## config.mk

```make
export PLATFORM = sky130hd
export DESIGN_NAME = wr_err_injector
export DESIGN_NICKNAME = d
export VERILOG_FILES = /design/src/rtl/inj_pkg.sv /design/src/rtl/inj_cfg_regs.sv /design/src/rtl/inj_addr_match.sv /design/src/rtl/inj_trigger.sv /design/src/rtl/inj_out_stage.sv /design/src/rtl/wr_err_injector.sv
export SDC_FILE = /design/constraint.sdc
export NUM_CORES = 1
export LEC_CHECK = 0
export BUFFER_PORTS_ARGS = -buffer_cell sky130_fd_sc_hd__buf_4
export CELL_PAD_IN_SITES_DETAIL_PLACEMENT = 0
export CELL_PAD_IN_SITES_GLOBAL_PLACEMENT = 1
export CORE_UTILIZATION = 36
export DETAILED_ROUTE_END_ITERATION = 12
export PLACE_DENSITY = 0.86
export SYNTH_ARGS = -nofsm -noshare
export SYNTH_HDL_FRONTEND = slang
export SYNTH_SLANG_ARGS = --single-unit
```

## constraint.sdc

```tcl
create_clock -name clk -period 2.2 [get_ports clk]
set_input_delay 0.11 -clock clk [delete_from_list [all_inputs] [get_ports clk]]
set_output_delay 0.11 -clock clk [all_outputs]
set_load 0.05 [all_outputs]
```

## src/rtl/inj_pkg.sv

```systemverilog
package inj_pkg;
  localparam int COL_W   = 14;
  localparam int PAGE_W  = 16;
  localparam int BANK_W  = 4;
  localparam int RANK_W  = 2;
  localparam int DIMM_W  = 2;
  localparam int CFG_W   = 64;
  localparam int CTRL_W  = 5;
  localparam int NFIELD  = 5;

  localparam int POS_COL       = 0;
  localparam int POS_PAGE      = 14;
  localparam int POS_BANK      = 30;
  localparam int POS_RANK      = 34;
  localparam int POS_DIMM_MANY = 35;
  localparam int POS_DIMM_FEW  = 36;
  localparam int POS_IGN       = 37;
  localparam int MATCH_USED_W  = POS_IGN + NFIELD;

  localparam int FLD_COL  = 0;
  localparam int FLD_PAGE = 1;
  localparam int FLD_BANK = 2;
  localparam int FLD_RANK = 3;
  localparam int FLD_DIMM = 4;

  localparam int CB_REPEAT = 0;
  localparam int CB_LO     = 1;
  localparam int CB_HI     = 2;
  localparam int CB_ECC    = 3;
  localparam int CB_PAR    = 4;

  typedef enum logic [1:0] {
    SEL_MATCH  = 2'd0,
    SEL_FLIP   = 2'd1,
    SEL_CTRL   = 2'd2,
    SEL_STATUS = 2'd3
  } cfg_sel_e;

  typedef struct packed {
    logic              write;
    logic [DIMM_W-1:0] dimm;
    logic [RANK_W-1:0] rank;
    logic [BANK_W-1:0] bank;
    logic [PAGE_W-1:0] page;
    logic [COL_W-1:0]  col;
    logic              half;
  } wreq_t;
endpackage

```

## src/rtl/inj_cfg_regs.sv

```systemverilog
module inj_cfg_regs
  import inj_pkg::*;
#(
  parameter int ECC_W = 32
) (
  input  logic                    clk,
  input  logic                    rst_n,
  input  logic                    cfg_wen,
  input  logic [1:0]              cfg_addr,
  input  logic [CFG_W-1:0]        cfg_wdata,
  output logic [CFG_W-1:0]        cfg_rdata,
  input  logic                    fire,
  output logic [MATCH_USED_W-1:0] match_used,
  output logic [ECC_W-1:0]        flip_mask,
  output logic [CTRL_W-1:0]       ctrl,
  output logic                    armed
);
  logic [CFG_W-1:0]  match_q, match_d;
  logic [ECC_W-1:0]  flip_q, flip_d;
  logic [CTRL_W-1:0] ctrl_q, ctrl_d;
  logic              armed_q, armed_d;
  logic              fired_q, fired_d;
  cfg_sel_e          sel;

  assign sel = cfg_sel_e'(cfg_addr);

  always_comb begin
    match_d = match_q;
    flip_d  = flip_q;
    ctrl_d  = ctrl_q;
    armed_d = armed_q;
    fired_d = fired_q;
    if (fire) begin
      fired_d = 1'b1;
      if (!ctrl_q[CB_REPEAT]) armed_d = 1'b0;
    end
    if (cfg_wen) begin
      case (sel)
        SEL_MATCH: begin
          match_d = cfg_wdata;
          armed_d = 1'b1;
        end
        SEL_FLIP: begin
          flip_d  = cfg_wdata[ECC_W-1:0];
          armed_d = 1'b1;
        end
        SEL_CTRL: begin
          ctrl_d  = cfg_wdata[CTRL_W-1:0];
          armed_d = 1'b1;
          fired_d = 1'b0;
        end
        default: ;
      endcase
    end
  end

  always_ff @(posedge clk or negedge rst_n) begin
    if (!rst_n) begin
      match_q <= '0;
      flip_q  <= '0;
      ctrl_q  <= '0;
      armed_q <= 1'b0;
      fired_q <= 1'b0;
    end else begin
      match_q <= match_d;
      flip_q  <= flip_d;
      ctrl_q  <= ctrl_d;
      armed_q <= armed_d;
      fired_q <= fired_d;
    end
  end

  always_comb begin
    cfg_rdata = '0;
    case (sel)
      SEL_MATCH:  cfg_rdata = match_q;
      SEL_FLIP:   cfg_rdata[ECC_W-1:0] = flip_q;
      SEL_CTRL:   cfg_rdata[CTRL_W-1:0] = ctrl_q;
      SEL_STATUS: cfg_rdata[0] = fired_q;
      default:    cfg_rdata = '0;
    endcase
  end

  assign match_used = match_q[MATCH_USED_W-1:0];
  assign flip_mask  = flip_q;
  assign ctrl       = ctrl_q;
  assign armed      = armed_q;

  // a one-shot injection disarms the unit unless a config write lands
  p_oneshot_disarm_r10: assert property (@(posedge clk) disable iff (!rst_n)
    (fire && !ctrl_q[CB_REPEAT] && !cfg_wen) |=> !armed_q);

  // the fired flag only clears through a control-word write
  p_fired_sticky_r12: assert property (@(posedge clk) disable iff (!rst_n)
    (fired_q && !(cfg_wen && sel == SEL_CTRL)) |=> fired_q);
endmodule

```

## src/rtl/inj_addr_match.sv

```systemverilog
module inj_addr_match
  import inj_pkg::*;
(
  input  logic [MATCH_USED_W-1:0] match_used,
  input  logic                    many_dimms,
  input  logic [DIMM_W-1:0]       dimm,
  input  logic [RANK_W-1:0]       rank,
  input  logic [BANK_W-1:0]       bank,
  input  logic [PAGE_W-1:0]       page,
  input  logic [COL_W-1:0]        col,
  output logic                    addr_hit
);
  localparam int FW = PAGE_W;

  logic [FW-1:0]     pat [NFIELD];
  logic [FW-1:0]     val [NFIELD];
  logic [NFIELD-1:0] ign;
  logic [NFIELD-1:0] hit;
  logic [DIMM_W-1:0] dimm_pat;
  logic [RANK_W-1:0] rank_pat;

  always_comb begin
    if (many_dimms) begin
      dimm_pat = match_used[POS_DIMM_MANY +: DIMM_W];
      rank_pat = {1'b0, match_used[POS_RANK]};
    end else begin
      dimm_pat = {1'b0, match_used[POS_DIMM_FEW]};
      rank_pat = match_used[POS_RANK +: RANK_W];
    end
  end

  always_comb begin
    pat[FLD_COL]  = FW'(match_used[POS_COL +: COL_W]);
    pat[FLD_PAGE] = FW'(match_used[POS_PAGE +: PAGE_W]);
    pat[FLD_BANK] = FW'(match_used[POS_BANK +: BANK_W]);
    pat[FLD_RANK] = FW'(rank_pat);
    pat[FLD_DIMM] = FW'(dimm_pat);
    val[FLD_COL]  = FW'(col);
    val[FLD_PAGE] = FW'(page);
    val[FLD_BANK] = FW'(bank);
    val[FLD_RANK] = FW'(rank);
    val[FLD_DIMM] = FW'(dimm);
    ign           = match_used[POS_IGN +: NFIELD];
  end

  for (genvar f = 0; f < NFIELD; f++) begin : g_field
    assign hit[f] = ign[f] | (pat[f] == val[f]);
  end

  assign addr_hit = &hit;
endmodule

```

## src/rtl/inj_trigger.sv

```systemverilog
module inj_trigger
  import inj_pkg::*;
#(
  parameter int ECC_W = 32
) (
  input  logic              req_valid,
  input  logic              req_write,
  input  logic              req_half,
  input  logic              addr_hit,
  input  logic [ECC_W-1:0]  flip_mask,
  input  logic [CTRL_W-1:0] ctrl,
  input  logic              armed,
  output logic              fire,
  output logic              flip_ecc,
  output logic              flag_par
);
  logic half_sel;
  logic kind_sel;
  logic allowed;

  always_comb begin
    half_sel = req_half ? ctrl[CB_HI] : ctrl[CB_LO];
    kind_sel = ctrl[CB_ECC] | ctrl[CB_PAR];
    allowed  = ctrl[CB_REPEAT] | armed;
    fire     = req_valid & req_write & addr_hit & half_sel & kind_sel
             & (|flip_mask) & allowed;
    flip_ecc = fire & ctrl[CB_ECC];
    flag_par = fire & ctrl[CB_PAR];
  end
endmodule

```

## src/rtl/inj_out_stage.sv

```systemverilog
module inj_out_stage
  import inj_pkg::*;
#(
  parameter int ECC_W = 32
) (
  input  logic             clk,
  input  logic             rst_n,
  input  logic             in_valid,
  input  wreq_t            in_req,
  input  logic [ECC_W-1:0] in_ecc,
  input  logic [ECC_W-1:0] flip_mask,
  input  logic             fire,
  input  logic             flip_ecc,
  input  logic             flag_par,
  output logic             out_valid,
  output wreq_t            out_req,
  output logic [ECC_W-1:0] out_ecc,
  output logic             out_par_err,
  output logic             inj_pulse
);
  logic [ECC_W-1:0] ecc_d;
  wreq_t            req_q;
  logic [ECC_W-1:0] ecc_q;
  logic             valid_q, par_q, pulse_q;

  always_comb begin
    ecc_d = in_ecc ^ (flip_ecc ? flip_mask : '0);
  end

  always_ff @(posedge clk or negedge rst_n) begin
    if (!rst_n) begin
      valid_q <= 1'b0;
      par_q   <= 1'b0;
      pulse_q <= 1'b0;
    end else begin
      valid_q <= in_valid;
      par_q   <= flag_par;
      pulse_q <= fire;
    end
  end

  always_ff @(posedge clk or negedge rst_n) begin
    if (!rst_n) begin
      req_q <= '0;
      ecc_q <= '0;
    end else if (in_valid) begin
      req_q <= in_req;
      ecc_q <= ecc_d;
    end
  end

  assign out_valid   = valid_q;
  assign out_req     = req_q;
  assign out_ecc     = ecc_q;
  assign out_par_err = par_q;
  assign inj_pulse   = pulse_q;

  // a request reaches the output exactly one cycle later
  p_latency_r13: assert property (@(posedge clk) disable iff (!rst_n)
    in_valid |=> out_valid);
  p_no_phantom_r13: assert property (@(posedge clk) disable iff (!rst_n)
    !in_valid |=> !out_valid);
endmodule

```

## src/rtl/wr_err_injector.sv

```systemverilog
module wr_err_injector
  import inj_pkg::*;
#(
  parameter int ECC_W = 32
) (
  input  logic             clk,
  input  logic             rst_n,
  input  logic             many_dimms,
  input  logic             cfg_wen,
  input  logic [1:0]       cfg_addr,
  input  logic [63:0]      cfg_wdata,
  output logic [63:0]      cfg_rdata,
  input  logic             req_valid,
  input  logic             req_write,
  input  logic [1:0]       req_dimm,
  input  logic [1:0]       req_rank,
  input  logic [3:0]       req_bank,
  input  logic [15:0]      req_page,
  input  logic [13:0]      req_col,
  input  logic             req_half,
  input  logic [ECC_W-1:0] req_ecc,
  output logic             out_valid,
  output logic             out_write,
  output logic [1:0]       out_dimm,
  output logic [1:0]       out_rank,
  output logic [3:0]       out_bank,
  output logic [15:0]      out_page,
  output logic [13:0]      out_col,
  output logic             out_half,
  output logic [ECC_W-1:0] out_ecc,
  output logic             out_par_err,
  output logic             inj_pulse
);
  logic [MATCH_USED_W-1:0] match_used;
  logic [ECC_W-1:0]        flip_mask;
  logic [CTRL_W-1:0]       ctrl;
  logic                    armed, addr_hit, fire, flip_ecc, flag_par;
  wreq_t                   in_req, o_req;

  assign in_req = '{write: req_write, dimm: req_dimm, rank: req_rank,
                    bank: req_bank, page: req_page, col: req_col,
                    half: req_half};

  inj_cfg_regs #(.ECC_W(ECC_W)) u_regs (
    .clk(clk), .rst_n(rst_n), .cfg_wen(cfg_wen), .cfg_addr(cfg_addr),
    .cfg_wdata(cfg_wdata), .cfg_rdata(cfg_rdata), .fire(fire),
    .match_used(match_used), .flip_mask(flip_mask), .ctrl(ctrl),
    .armed(armed)
  );

  inj_addr_match u_match (
    .match_used(match_used), .many_dimms(many_dimms), .dimm(req_dimm),
    .rank(req_rank), .bank(req_bank), .page(req_page), .col(req_col),
    .addr_hit(addr_hit)
  );

  inj_trigger #(.ECC_W(ECC_W)) u_trig (
    .req_valid(req_valid), .req_write(req_write), .req_half(req_half),
    .addr_hit(addr_hit), .flip_mask(flip_mask), .ctrl(ctrl), .armed(armed),
    .fire(fire), .flip_ecc(flip_ecc), .flag_par(flag_par)
  );

  inj_out_stage #(.ECC_W(ECC_W)) u_out (
    .clk(clk), .rst_n(rst_n), .in_valid(req_valid), .in_req(in_req),
    .in_ecc(req_ecc), .flip_mask(flip_mask), .fire(fire),
    .flip_ecc(flip_ecc), .flag_par(flag_par), .out_valid(out_valid),
    .out_req(o_req), .out_ecc(out_ecc), .out_par_err(out_par_err),
    .inj_pulse(inj_pulse)
  );

  assign out_write = o_req.write;
  assign out_dimm  = o_req.dimm;
  assign out_rank  = o_req.rank;
  assign out_bank  = o_req.bank;
  assign out_page  = o_req.page;
  assign out_col   = o_req.col;
  assign out_half  = o_req.half;

  // an injection is only ever reported on a valid write
  p_pulse_on_write_r5: assert property (@(posedge clk) disable iff (!rst_n)
    inj_pulse |-> (out_valid && out_write));

  // a parity flag never appears without an injection
  p_par_with_pulse_r8: assert property (@(posedge clk) disable iff (!rst_n)
    out_par_err |-> inj_pulse);

  // an injection implies a non-zero flip mask when it was decided
  p_mask_nonzero_r9: assert property (@(posedge clk) disable iff (!rst_n)
    inj_pulse |-> ($past(flip_mask) != '0));

  // unflipped check bits pass through when no injection happened
  p_ecc_clean_r7: assert property (@(posedge clk) disable iff (!rst_n)
    (req_valid && !fire) |=> (out_ecc == $past(req_ecc)));
endmodule

```

==> impl_metrics.env, run 1 <==
export IMPL_fmaxAchievable_ghz=0.3828
export IMPL_setup_reg_to_reg_worst_slack_ns=-0.41
export IMPL_synth_seq_area_share_pct=52.40
export IMPL_post_synth_inst_count=677
export IMPL_drt_iter0_drc=261
export IMPL_capture_point_of_the_worst_path="u_out.out_ecc[29]"
export IMPL_crit_slowest_cell="sky130_fd_sc_hd__or4_4"
export IMPL_finalWorstSetupSlack_ns=-0.4125
export IMPL_worst_slew_pin_transition_ns=0.7709
export IMPL_clock_tree_root_cell="sky130_fd_sc_hd__clkbuf_16"
export IMPL_share_of_cells_above_drive_strength_1_pct=43.30
export IMPL_cts_buffers=17
export IMPL_grt_pass1_wl_mm=44.36
export IMPL_syn_to_final_growth_pct=61.39
export IMPL_timing_final_setup_violations=36
export IMPL_final_max_slew_viol_count=0
export IMPL_path_buf_inv=3
export IMPL_routed_via_density=4.949
export IMPL_clockBufferDepth=2
export IMPL_yosys_warnings=0
export IMPL_final_nets=1317
export IMPL_gpl_final_weighted_congestion=0.8483
export IMPL_synth_area_top_cells="sky130_fd_sc_hd__dfrtp_1 52%, sky130_fd_sc_hd__mux2_2 12%, sky130_fd_sc_hd__mux2_1 6.6%, sky130_fd_sc_hd__a221o_1 3.8%, sky130_fd_sc_hd__mux2i_1 3.8%"
export IMPL_synth_seq_cells=178
export IMPL_clock_skew_ns=0.01140
export IMPL_placementRows=55
export IMPL_finalCriticalPeriod_ns=2.613
export IMPL_detail_route_wl_per_cell_um=19.40
export IMPL_max_cap_violations=0
export IMPL_synth_async_reset_ratio_pct=100.0
export IMPL_finalHoldViolations=0
export IMPL_via_count_of_the_first_global_routing_pass=8032
export IMPL_grt_usage_pct=24.33
export IMPL_critical_path_arrival_ns=2.98
export IMPL_mappedNetlistArea_sq_um=8501
export IMPL_post_synth_top_count_cell="sky130_fd_sc_hd__dfrtp_1"
export IMPL_endpoint_kind="flip-flop"
export IMPL_route_vias_total=7423
export IMPL_synth_lib_cells_used_distinct=37
export IMPL_r2r_end="u_out.out_ecc[29]"
export IMPL_mappedNetlistNets=820
export IMPL_rsz0062_at_grt="yes"
export IMPL_dp_hpwl_mm=19.70
export IMPL_placed_cells_incl_taps=1323
export IMPL_clk_insertion_delay_late_ns=0.44
export IMPL_die_area_sq_um=24230
export IMPL_crit_path_cell_trace="xor2_1 -> nor4_2 -> a41oi_2 -> or4_4 -> buf_6 -> nor4_4 -> buf_4 -> clkbuf_16 -> a221o_1"
export IMPL_die_h_um=155.7
export IMPL_number_of_enable_flip_flop_cells_after_synthesis=0
export IMPL_setup_total_negative_slack_ns=-12.85
export IMPL_fraction_of_power_consumed_by_combinational_cells_pct=33.9
export IMPL_start_kind="flip-flop"
export IMPL_seq_power_share_pct=37.2
export IMPL_required_ns=2.57
export IMPL_tritoncts="built"
export IMPL_failed_checks="negative setup slack"
export IMPL_timing_slew_headroom_pct=48.06
export IMPL_yosysTopAreaCell="sky130_fd_sc_hd__dfrtp_1"
export IMPL_clk_pin_slew_worst_paths_ns=0.07
export IMPL_max_stage_delay_ns=0.52
export IMPL_grt_antenna_before_repair=0
export IMPL_io_pin_count=282
export IMPL_setup_worst_path_class="reg -> reg"
export IMPL_synth_common_cells="178 x sky130_fd_sc_hd__dfrtp_1, 90 x sky130_fd_sc_hd__mux2_2, 63 x sky130_fd_sc_hd__nor2_1"
export IMPL_antenna_cells_inserted=0
export IMPL_status="finished, violations left"
export IMPL_critical_path_reg2reg_startpoint="u_regs.match_q[18]"
export IMPL_synth_top_area_share_pct=52.40
export IMPL_worst_path_max_fanout=10
export IMPL_finalCritPeriodShare_pct=118.8
export IMPL_crit_cells=9
export IMPL_drt_wl_total_mm=29.11
export IMPL_family_of_cells_with_the_greatest_summed_delay_on_the_critical_path="simple AND/OR/NAND/NOR gates"
export IMPL_ir_worst_vdd_mv=0.5175
export IMPL_grt_max_degree=65
export IMPL_nFillCells=1861
export IMPL_power_density_cell_area_nw_per_um2=808.5
export IMPL_fin_hold_ws_ns=0.1898
export IMPL_globalRouteOverflowTotal=0
export IMPL_min_path_type="in -> async"
export IMPL_fp_coreArea_sq_um=22920
export IMPL_die_width_um=155.7
export IMPL_timing_critical_path_from="u_regs.match_q[18]"
export IMPL_placement_cell_area_sq_um=11600
export IMPL_drt_antenna_violating_nets=0
export IMPL_stdcell_area_sq_um=13720
export IMPL_synth_ff_type="sky130_fd_sc_hd__dfrtp_1"
export IMPL_pwr_share_clk_pct=28.9
export IMPL_drt_drc_violations_left=0
export IMPL_placement_io_buffers=281
export IMPL_htreeDepth=4
export IMPL_initial_core_util_pct=37.10
export IMPL_p_int_mw=7.270
export IMPL_p_leak_nw=6.344
export IMPL_synthesis_area_per_instance_sq_um=12.56
export IMPL_clock_sinks=178
export IMPL_instances_no_fill=1500
export IMPL_power_switching_mw=3.821
export IMPL_switching_share_pct=34.45
export IMPL_worst_r2r_path_depth=9
export IMPL_drt_pass1_iterations=4
## power groups by stage
stage                     sequential (mW)  clock, mW  combinational (mW)
after floorplan                      4.68          0                1.46
after global placement               4.15          0                3.46
after detailed placement             4.17          0                3.51
after CTS                            4.11       3.28                3.75
after global routing                 4.18       3.42                3.99
final                                4.12       3.21                3.76
## flip-flops by register name, summed over array words and instances (netlist names)
name and flops:
u_regs.fired_q 1, u_regs.ctrl 5, u_out.out_req 40, u_regs.match_q 64, u_out.inj_pulse 1, u_regs.armed 1
u_regs.flip_mask 32, u_out.out_par_err 1, u_out.out_ecc 32, u_out.out_valid 1
## metrics by stage
step                      util (%)  total power, mW  setup WS (ns)
final                        59.87            11.09        -0.4125
after global routing         59.87            11.59        -0.5281
after global placement       50.60            7.615        -0.4763
after CTS                    59.54            11.15        -0.4059
after floorplan                  -            6.144        -0.2139
after detailed placement     50.60            7.682        -0.5384
## final cells by class
type                            instances  area (sq um)  share of cell area, %
Sequential cell                       178          4454                  32.47
Multi-Input combinational cell        461          3946                  28.76
Clock inverter                         14         176.4                  1.286
Inverter                                2         7.507                0.05472
Tap cell                              313         391.6                  2.855
Clock buffer                           18         429.2                  3.128
Timing Repair Buffer                  514          4314                  31.45
## cells in the final DEF, fill, tap and decap left out, types with 5 or more instances in the layout
master	n
sky130_fd_sc_hd__dfrtp_1	178
sky130_fd_sc_hd__xor2_1	21
sky130_fd_sc_hd__and2_1	31
sky130_fd_sc_hd__mux2_1	50
sky130_fd_sc_hd__nor2b_1	34
sky130_fd_sc_hd__buf_4	365
sky130_fd_sc_hd__mux2i_1	32
sky130_fd_sc_hd__o21ai_0	6
sky130_fd_sc_hd__mux2_2	90
sky130_fd_sc_hd__nand4_1	5
sky130_fd_sc_hd__nand2_1	8
sky130_fd_sc_hd__dlygate4sd3_1	138
sky130_fd_sc_hd__a221o_1	32
sky130_fd_sc_hd__nor4_1	13
sky130_fd_sc_hd__buf_12	6
sky130_fd_sc_hd__clkbuf_16	18
sky130_fd_sc_hd__nor2_1	62
sky130_fd_sc_hd__xnor2_1	17
sky130_fd_sc_hd__a22o_1	33
## worst min path at each step
stage                      from                 end  slack [ns]  cells after the start
after global placement    rst_n  u_regs.match_q[46]         0.1                      1
after floorplan           rst_n     u_out.inj_pulse       -0.19                      0
final                     rst_n    u_out.out_req[3]        0.19                      2
after detailed placement  rst_n  u_regs.match_q[46]         0.1                      1
after global routing      rst_n    u_out.out_req[3]        0.21                      2
after CTS                 rst_n  u_regs.match_q[46]        0.19                      2
## repair_timing
item / 4_1_cts / 5_1_grt
hold endpoints to repair: 221 / 0
pin swaps: 3 / 6
gates resized for setup: 7 / 5
endpoints found under the setup margin: 36 / 36
hold buffers: 138 / 0
gates cloned: 2 / 1
setup buffers: 0 / 4
## metal layers
layer	part of all wire, %	track usage [%]	wire, um	vias up
met3	6.3	6.111	1821	34
met4	1.6	7.283	474	0
met5	0	0	0	-
li1	-	-	-	3455
met1	42	29.38	12150	3681
met2	50	42.62	14660	253
## cells by family after synthesis
group	Yosys count	share of synthesized area (%)
DFF	178	52.40
and+or+nand+nor	168	10.60
muxes	173	22.58
buffers and inverters	40	2.090
xor gates and xnor gates	38	3.915
AOI/OAI and AO/OA	80	8.419
Note: power is estimated with default switching activity, not from simulation.
==> inputs of run 2 (changes only) <==
CTS_BUF_LIST = sky130_fd_sc_hd__clkbuf_16   (was default)
RECOVER_POWER = 100   (was default)
==> impl_metrics.env, run 2 (same netlist as run 1, synthesis figures left out) <==
export IMPL_status="finished, violations left"
export IMPL_failed_checks="negative setup slack"
export IMPL_timing_slew_headroom_pct=15.11
export IMPL_final_nets=1317
export IMPL_setup_worst_path_class="reg -> reg"
export IMPL_antenna_cells_inserted=0
export IMPL_drt_pass1_iterations=4
export IMPL_die_h_um=155.7
export IMPL_final_core_util_pct=57.61
export IMPL_drt_drc_violations_left=0
export IMPL_finalWorstSetupSlack_ns=-0.4214
export IMPL_timing_critical_path_from="u_regs.match_q[18]"
export IMPL_drt_iter0_drc=250
export IMPL_timing_hold_worst_start="req_valid"
export IMPL_syn_to_final_growth_pct=55.30
export IMPL_placementRows=55
export IMPL_finalCriticalPeriod_ns=2.621
export IMPL_drt_antenna_violating_nets=0
export IMPL_pwr_share_clk_pct=29.6
export IMPL_required_ns=2.57
export IMPL_finalCritPeriodShare_pct=119.2
export IMPL_globalRouteOverflowTotal=0
export IMPL_share_of_cells_above_drive_strength_1_pct=33.02
export IMPL_start_kind="flip-flop"
export IMPL_worstHoldPathCells=2
export IMPL_initial_core_util_pct=37.10
export IMPL_seq_area_sq_um=4454
export IMPL_largest_register="u_regs.match_q"
export IMPL_seq_power_share_pct=37.9
export IMPL_route_vias_total=7415
export IMPL_detail_route_wl_per_cell_um=19.45
export IMPL_rsz0062_at_grt="yes"
export IMPL_grt_max_degree=65
export IMPL_grt_usage_pct=24.33
export IMPL_nFillCells=1996
export IMPL_critical_path_reg2reg_startpoint="u_regs.match_q[18]"
export IMPL_instances_no_fill=1500
export IMPL_cts_buffers=17
export IMPL_wl_met3_mm=1.884
export IMPL_max_cap_violations=0
export IMPL_power_switching_mw=3.824
export IMPL_worst_r2r_path_depth=9
export IMPL_switching_share_pct=35.23
export IMPL_fp_coreArea_sq_um=22920
export IMPL_fmaxAchievable_ghz=0.3815
export IMPL_clock_tree_root_cell="sky130_fd_sc_hd__clkbuf_16"
export IMPL_worst_path_max_fanout=10
export IMPL_min_path_type="in -> reg"
export IMPL_via_count_of_the_first_global_routing_pass=8032
export IMPL_p_leak_nw=5.858
export IMPL_endpoint_kind="flip-flop"
export IMPL_die_area_sq_um=24230
export IMPL_htreeDepth=4
export IMPL_timing_final_setup_violations=64
export IMPL_clockBufferDepth=2
export IMPL_fin_hold_ws_ns=0.3029
export IMPL_tritoncts="built"
export IMPL_power_mw=10.85
export IMPL_worst_slew_pin_transition_ns=1.273
export IMPL_multi_input_comb_area_sq_um=3941
export IMPL_clk_insertion_delay_late_ns=0.44
export IMPL_drt_wl_total_mm=29.18
export IMPL_top_signal_layer_used="met4"
export IMPL_grt_antenna_before_repair=0
export IMPL_clock_sinks=178
export IMPL_clk_pin_slew_worst_paths_ns=0.07
export IMPL_p_int_mw=7.030
export IMPL_finalHoldViolations=0
export IMPL_dp_hpwl_mm=19.70
export IMPL_clock_skew_ns=0.01191
export IMPL_power_density_cell_area_nw_per_um2=822.2
export IMPL_most_common_layout_cells="246 x sky130_fd_sc_hd__buf_4, 178 x sky130_fd_sc_hd__dfrtp_1, 138 x sky130_fd_sc_hd__dlygate4sd3_1, 119 x sky130_fd_sc_hd__clkbuf_1, 89 x sky130_fd_sc_hd__mux2_2"
export IMPL_placed_cells_incl_taps=1323
export IMPL_met1Wirelength_mm=12.08
export IMPL_critical_path_arrival_ns=2.99
export IMPL_ir_worst_vdd_mv=0.5285
export IMPL_largest_reg_flops=64
export IMPL_die_width_um=155.7
export IMPL_placement_io_buffers=281
export IMPL_layout_cells_most_common="sky130_fd_sc_hd__buf_4"
export IMPL_io_pin_count=282
export IMPL_gpl_final_weighted_congestion=0.8483
export IMPL_met2WireLength_mm=14.74
export IMPL_grt_pass1_wl_mm=44.36
export IMPL_final_max_slew_viol_count=0
export IMPL_fraction_of_power_consumed_by_combinational_cells_pct=32.5
export IMPL_routed_via_density=4.943
## run 2: changes by cell type in the layout (fill, tap and decap cells not counted)
cell / delta
sky130_fd_sc_hd__mux2_2: -1
sky130_fd_sc_hd__mux2_1: +1
sky130_fd_sc_hd__buf_12: -4
sky130_fd_sc_hd__and2_0: +20
sky130_fd_sc_hd__clkbuf_1: +118
sky130_fd_sc_hd__and2_1: -19
sky130_fd_sc_hd__clkbuf_4: +1
sky130_fd_sc_hd__inv_1: +1
sky130_fd_sc_hd__and2_4: -1
sky130_fd_sc_hd__clkbuf_2: +4
sky130_fd_sc_hd__buf_4: -119
sky130_fd_sc_hd__clkbuf_8: -1
sky130_fd_sc_hd__nand2_1: +1
sky130_fd_sc_hd__nand2_2: -1
## run 2: layout make-up
cell class              instances  area share [%]
flip-flops and latches        178           33.74
multi-input cells             461           29.86
repair buffers                514           28.79
clock buffers                  17           3.222
well taps                     313           2.967
clock inverters                15           1.365
inverters                       2         0.05687
## run 2: final timing paths
| path | end | slack (ns) |
|---|---|---|
| min | u_out.out_valid | 0.30 |
| max | u_out.out_ecc[29] | -0.42 |
| min in group asynchronous | u_regs.match_q[46] | 0.48 |
| max reg2reg | u_out.out_ecc[29] | -0.42 |
| max in group asynchronous | u_regs.flip_mask[27] | 0.35 |
| min reg2reg | u_regs.match_q[47] | 0.48 |
## run 2: metrics by stage
step,worst slack (ns),TNS (ns),area [sq um]
after floorplan,-0.2139,-6.592,8507
after global placement,-0.4763,-15.73,11600
after detailed placement,-0.5384,-17.45,11600
after CTS,-0.4059,-12.87,13640
after global routing,-0.5281,-25.57,13200
final,-0.4214,-14.18,13200
## run 2: what timing repair did
action	4_1_cts	5_1_grt
cloned	2	1
setup buffers	0	4
hold buffers	138	0
endpoints found under the hold margin	221	0
setup endpoints to repair	36	36
pin swaps	3	6
resized for setup	7	5
## run 2: metal layers
layer  vias up  track usage, %
met5         -               0
met4         0           7.283
met3        37           6.111
met2       261           42.62
met1      3662           29.38
li1       3455               -
## run 2: worst max-delay path: stages (launching register included)
cell and delay (ns):
sky130_fd_sc_hd__dfrtp_1 0.39, sky130_fd_sc_hd__xor2_1 0.15, sky130_fd_sc_hd__nor4_2 0.40, sky130_fd_sc_hd__a41oi_2 0.19, sky130_fd_sc_hd__or4_4 0.52, sky130_fd_sc_hd__buf_6 0.16, sky130_fd_sc_hd__nor4_4 0.27, sky130_fd_sc_hd__buf_4 0.17
sky130_fd_sc_hd__clkbuf_16 0.16, sky130_fd_sc_hd__a221o_1 0.14
## run 2: power by group through the flow
| stage | Clock, mW | Combinational [mW] | Sequential (mW) |
|---|---|---|---|
| final | 3.21 | 3.53 | 4.12 |
| after global routing | 3.41 | 3.76 | 4.18 |
| after CTS | 3.27 | 3.75 | 4.11 |
| after detailed placement | 0 | 3.51 | 4.17 |
| after global placement | 0 | 3.46 | 4.15 |
| after floorplan | 0 | 1.46 | 4.68 |
==> inputs of run 3 (changes only) <==
RECOVER_POWER = 50   (was 100)
==> impl_metrics.env, run 3 (same netlist as run 1, synthesis figures left out) <==
export IMPL_min_path_type="in -> reg"
export IMPL_finalCriticalPeriod_ns=2.619
export IMPL_fmaxAchievable_ghz=0.3818
export IMPL_syn_to_final_growth_pct=60.51
export IMPL_clock_sinks=178
export IMPL_timing_critical_path_from="u_regs.match_q[18]"
export IMPL_dp_worst_setup_slack_ns=-0.5384
export IMPL_status="finished, violations left"
export IMPL_finalHoldViolations=0
export IMPL_grt_max_degree=65
export IMPL_clk_insertion_delay_late_ns=0.43
export IMPL_capture_point_of_the_worst_path="u_out.out_ecc[29]"
export IMPL_largest_reg_flops=64
export IMPL_drt_pass1_iterations=4
export IMPL_fraction_of_power_consumed_by_combinational_cells_pct=33.8
export IMPL_endpoint_kind="flip-flop"
export IMPL_power_mw=11.08
export IMPL_globalRouteOverflowTotal=0
export IMPL_htreeDepth=4
export IMPL_r2r_end="u_out.out_ecc[29]"
export IMPL_via_count_of_the_first_global_routing_pass=8032
export IMPL_gpl_final_weighted_congestion=0.8483
export IMPL_die_width_um=155.7
export IMPL_setup_reg_to_reg_worst_slack_ns=-0.42
export IMPL_drt_drc_violations_left=0
export IMPL_timing_final_setup_violations=36
export IMPL_placementRows=55
export IMPL_max_cap_violations=0
export IMPL_clock_skew_ns=0.01157
export IMPL_placement_io_buffers=281
export IMPL_final_nets=1317
export IMPL_rsz0062_at_grt="yes"
export IMPL_power_density_cell_area_nw_per_um2=811.8
export IMPL_fin_hold_ws_ns=0.3200
export IMPL_drt_antenna_violating_nets=0
export IMPL_final_max_slew_viol_count=0
export IMPL_finalCritPeriodShare_pct=119.1
export IMPL_fp_coreArea_sq_um=22920
export IMPL_cts_buffers=17
export IMPL_critical_path_arrival_ns=2.99
export IMPL_largest_register="u_regs.match_q"
export IMPL_timing_slew_headroom_pct=14.66
export IMPL_clk_pin_slew_worst_paths_ns=0.07
export IMPL_initial_core_util_pct=37.10
export IMPL_clockBufferDepth=2
export IMPL_failed_checks="negative setup slack"
export IMPL_worst_slew_pin_transition_ns=1.280
export IMPL_routed_via_density=4.961
export IMPL_grt_pass1_wl_mm=44.36
export IMPL_start_kind="flip-flop"
export IMPL_most_common_layout_cells="355 x sky130_fd_sc_hd__buf_4, 178 x sky130_fd_sc_hd__dfrtp_1, 138 x sky130_fd_sc_hd__dlygate4sd3_1, 90 x sky130_fd_sc_hd__mux2_2, 62 x sky130_fd_sc_hd__nor2_1"
export IMPL_ir_worst_vdd_mv=0.5204
export IMPL_tritoncts="built"
export IMPL_final_core_util_pct=59.54
export IMPL_grt_usage_pct=24.33
export IMPL_drt_wl_total_mm=29.18
export IMPL_critical_path_reg2reg_startpoint="u_regs.match_q[18]"
export IMPL_worst_path_max_fanout=10
export IMPL_switching_share_pct=34.59
export IMPL_nFillCells=1877
export IMPL_pwr_share_clk_pct=29.0
export IMPL_die_area_sq_um=24230
export IMPL_layout_cells_most_common="sky130_fd_sc_hd__buf_4"
export IMPL_finalWorstSetupSlack_ns=-0.4192
export IMPL_p_int_mw=7.245
export IMPL_grt_antenna_before_repair=0
export IMPL_setup_worst_path_class="reg -> reg"
export IMPL_detail_route_wl_per_cell_um=19.45
export IMPL_p_leak_nw=6.295
export IMPL_seq_power_share_pct=37.2
export IMPL_die_h_um=155.7
export IMPL_dp_hpwl_mm=19.70
export IMPL_required_ns=2.57
export IMPL_setup_total_negative_slack_ns=-13.01
export IMPL_antenna_cells_inserted=0
export IMPL_worst_r2r_path_depth=9
export IMPL_route_vias_total=7442
export IMPL_clock_tree_root_cell="sky130_fd_sc_hd__clkbuf_16"
export IMPL_io_pin_count=282
export IMPL_share_of_cells_above_drive_strength_1_pct=42.38
export IMPL_power_switching_mw=3.832
export IMPL_drt_iter0_drc=270
## run 3: per-layer routing
layer	up-vias	share of wire, %	global-route usage, %
met5	-	0	0
met2	262	51	42.62
met1	3684	41	29.38
li1	3457	-	-
met3	39	6.0	6.111
met4	0	1.7	7.283
## run 3: worst max-delay path, cell delays in order (launching register included)
cell	delay [ns]
sky130_fd_sc_hd__dfrtp_1	0.39
sky130_fd_sc_hd__xor2_1	0.15
sky130_fd_sc_hd__nor4_2	0.40
sky130_fd_sc_hd__a41oi_2	0.19
sky130_fd_sc_hd__or4_4	0.52
sky130_fd_sc_hd__buf_6	0.16
sky130_fd_sc_hd__nor4_4	0.27
sky130_fd_sc_hd__buf_4	0.17
sky130_fd_sc_hd__clkbuf_16	0.16
sky130_fd_sc_hd__a221o_1	0.14
## run 3: through the flow
step / std cells / cell area (sq um)
finish: 1500 / 13640
global route: 1500 / 13640
CTS: 1495 / 13640
detailed placement: 1323 / 11600
global placement: 1323 / 11600
floorplan: 677 / 8507
## run 3: layout make-up
type	instances	area, sq um	share of cell area, %
Clock buffer	17	425.4	3.118
Clock inverter	15	180.2	1.321
Inverter	2	7.507	0.05502
Multi-Input combinational cell	461	3946	28.92
Sequential cell	178	4454	32.65
Tap cell	313	391.6	2.870
Timing Repair Buffer	514	4239	31.07
## run 3: power groups by stage
stage | sequential, mW | clock, mW | combinational [mW]
finish | 4.12 | 3.21 | 3.74
global route | 4.18 | 3.41 | 3.97
CTS | 4.11 | 3.27 | 3.75
detailed placement | 4.17 | 0 | 3.51
global placement | 4.15 | 0 | 3.46
floorplan | 4.68 | 0 | 1.46
## run 3: worst min-delay path by stage
stage / startpoint / endpoint / slack, ns / cells after the start
2_1_floorplan: rst_n / u_out.inj_pulse / -0.19 / 0
3_3_place_gp: rst_n / u_regs.match_q[46] / 0.1 / 1
3_5_place_dp: rst_n / u_regs.match_q[46] / 0.1 / 1
4_1_cts: rst_n / u_regs.match_q[46] / 0.19 / 2
5_1_grt: req_valid / u_out.out_valid / 0.32 / 2
6_report: req_valid / u_out.out_valid / 0.32 / 2
## run 3: timing repair
action | 4_1_cts | 5_1_grt
setup buffers | 0 | 4
gates resized for setup | 7 | 5
setup endpoints to repair | 36 | 36
pin swaps | 3 | 6
hold endpoints to repair | 221 | 0
hold buffers | 138 | 0
cloned | 2 | 1
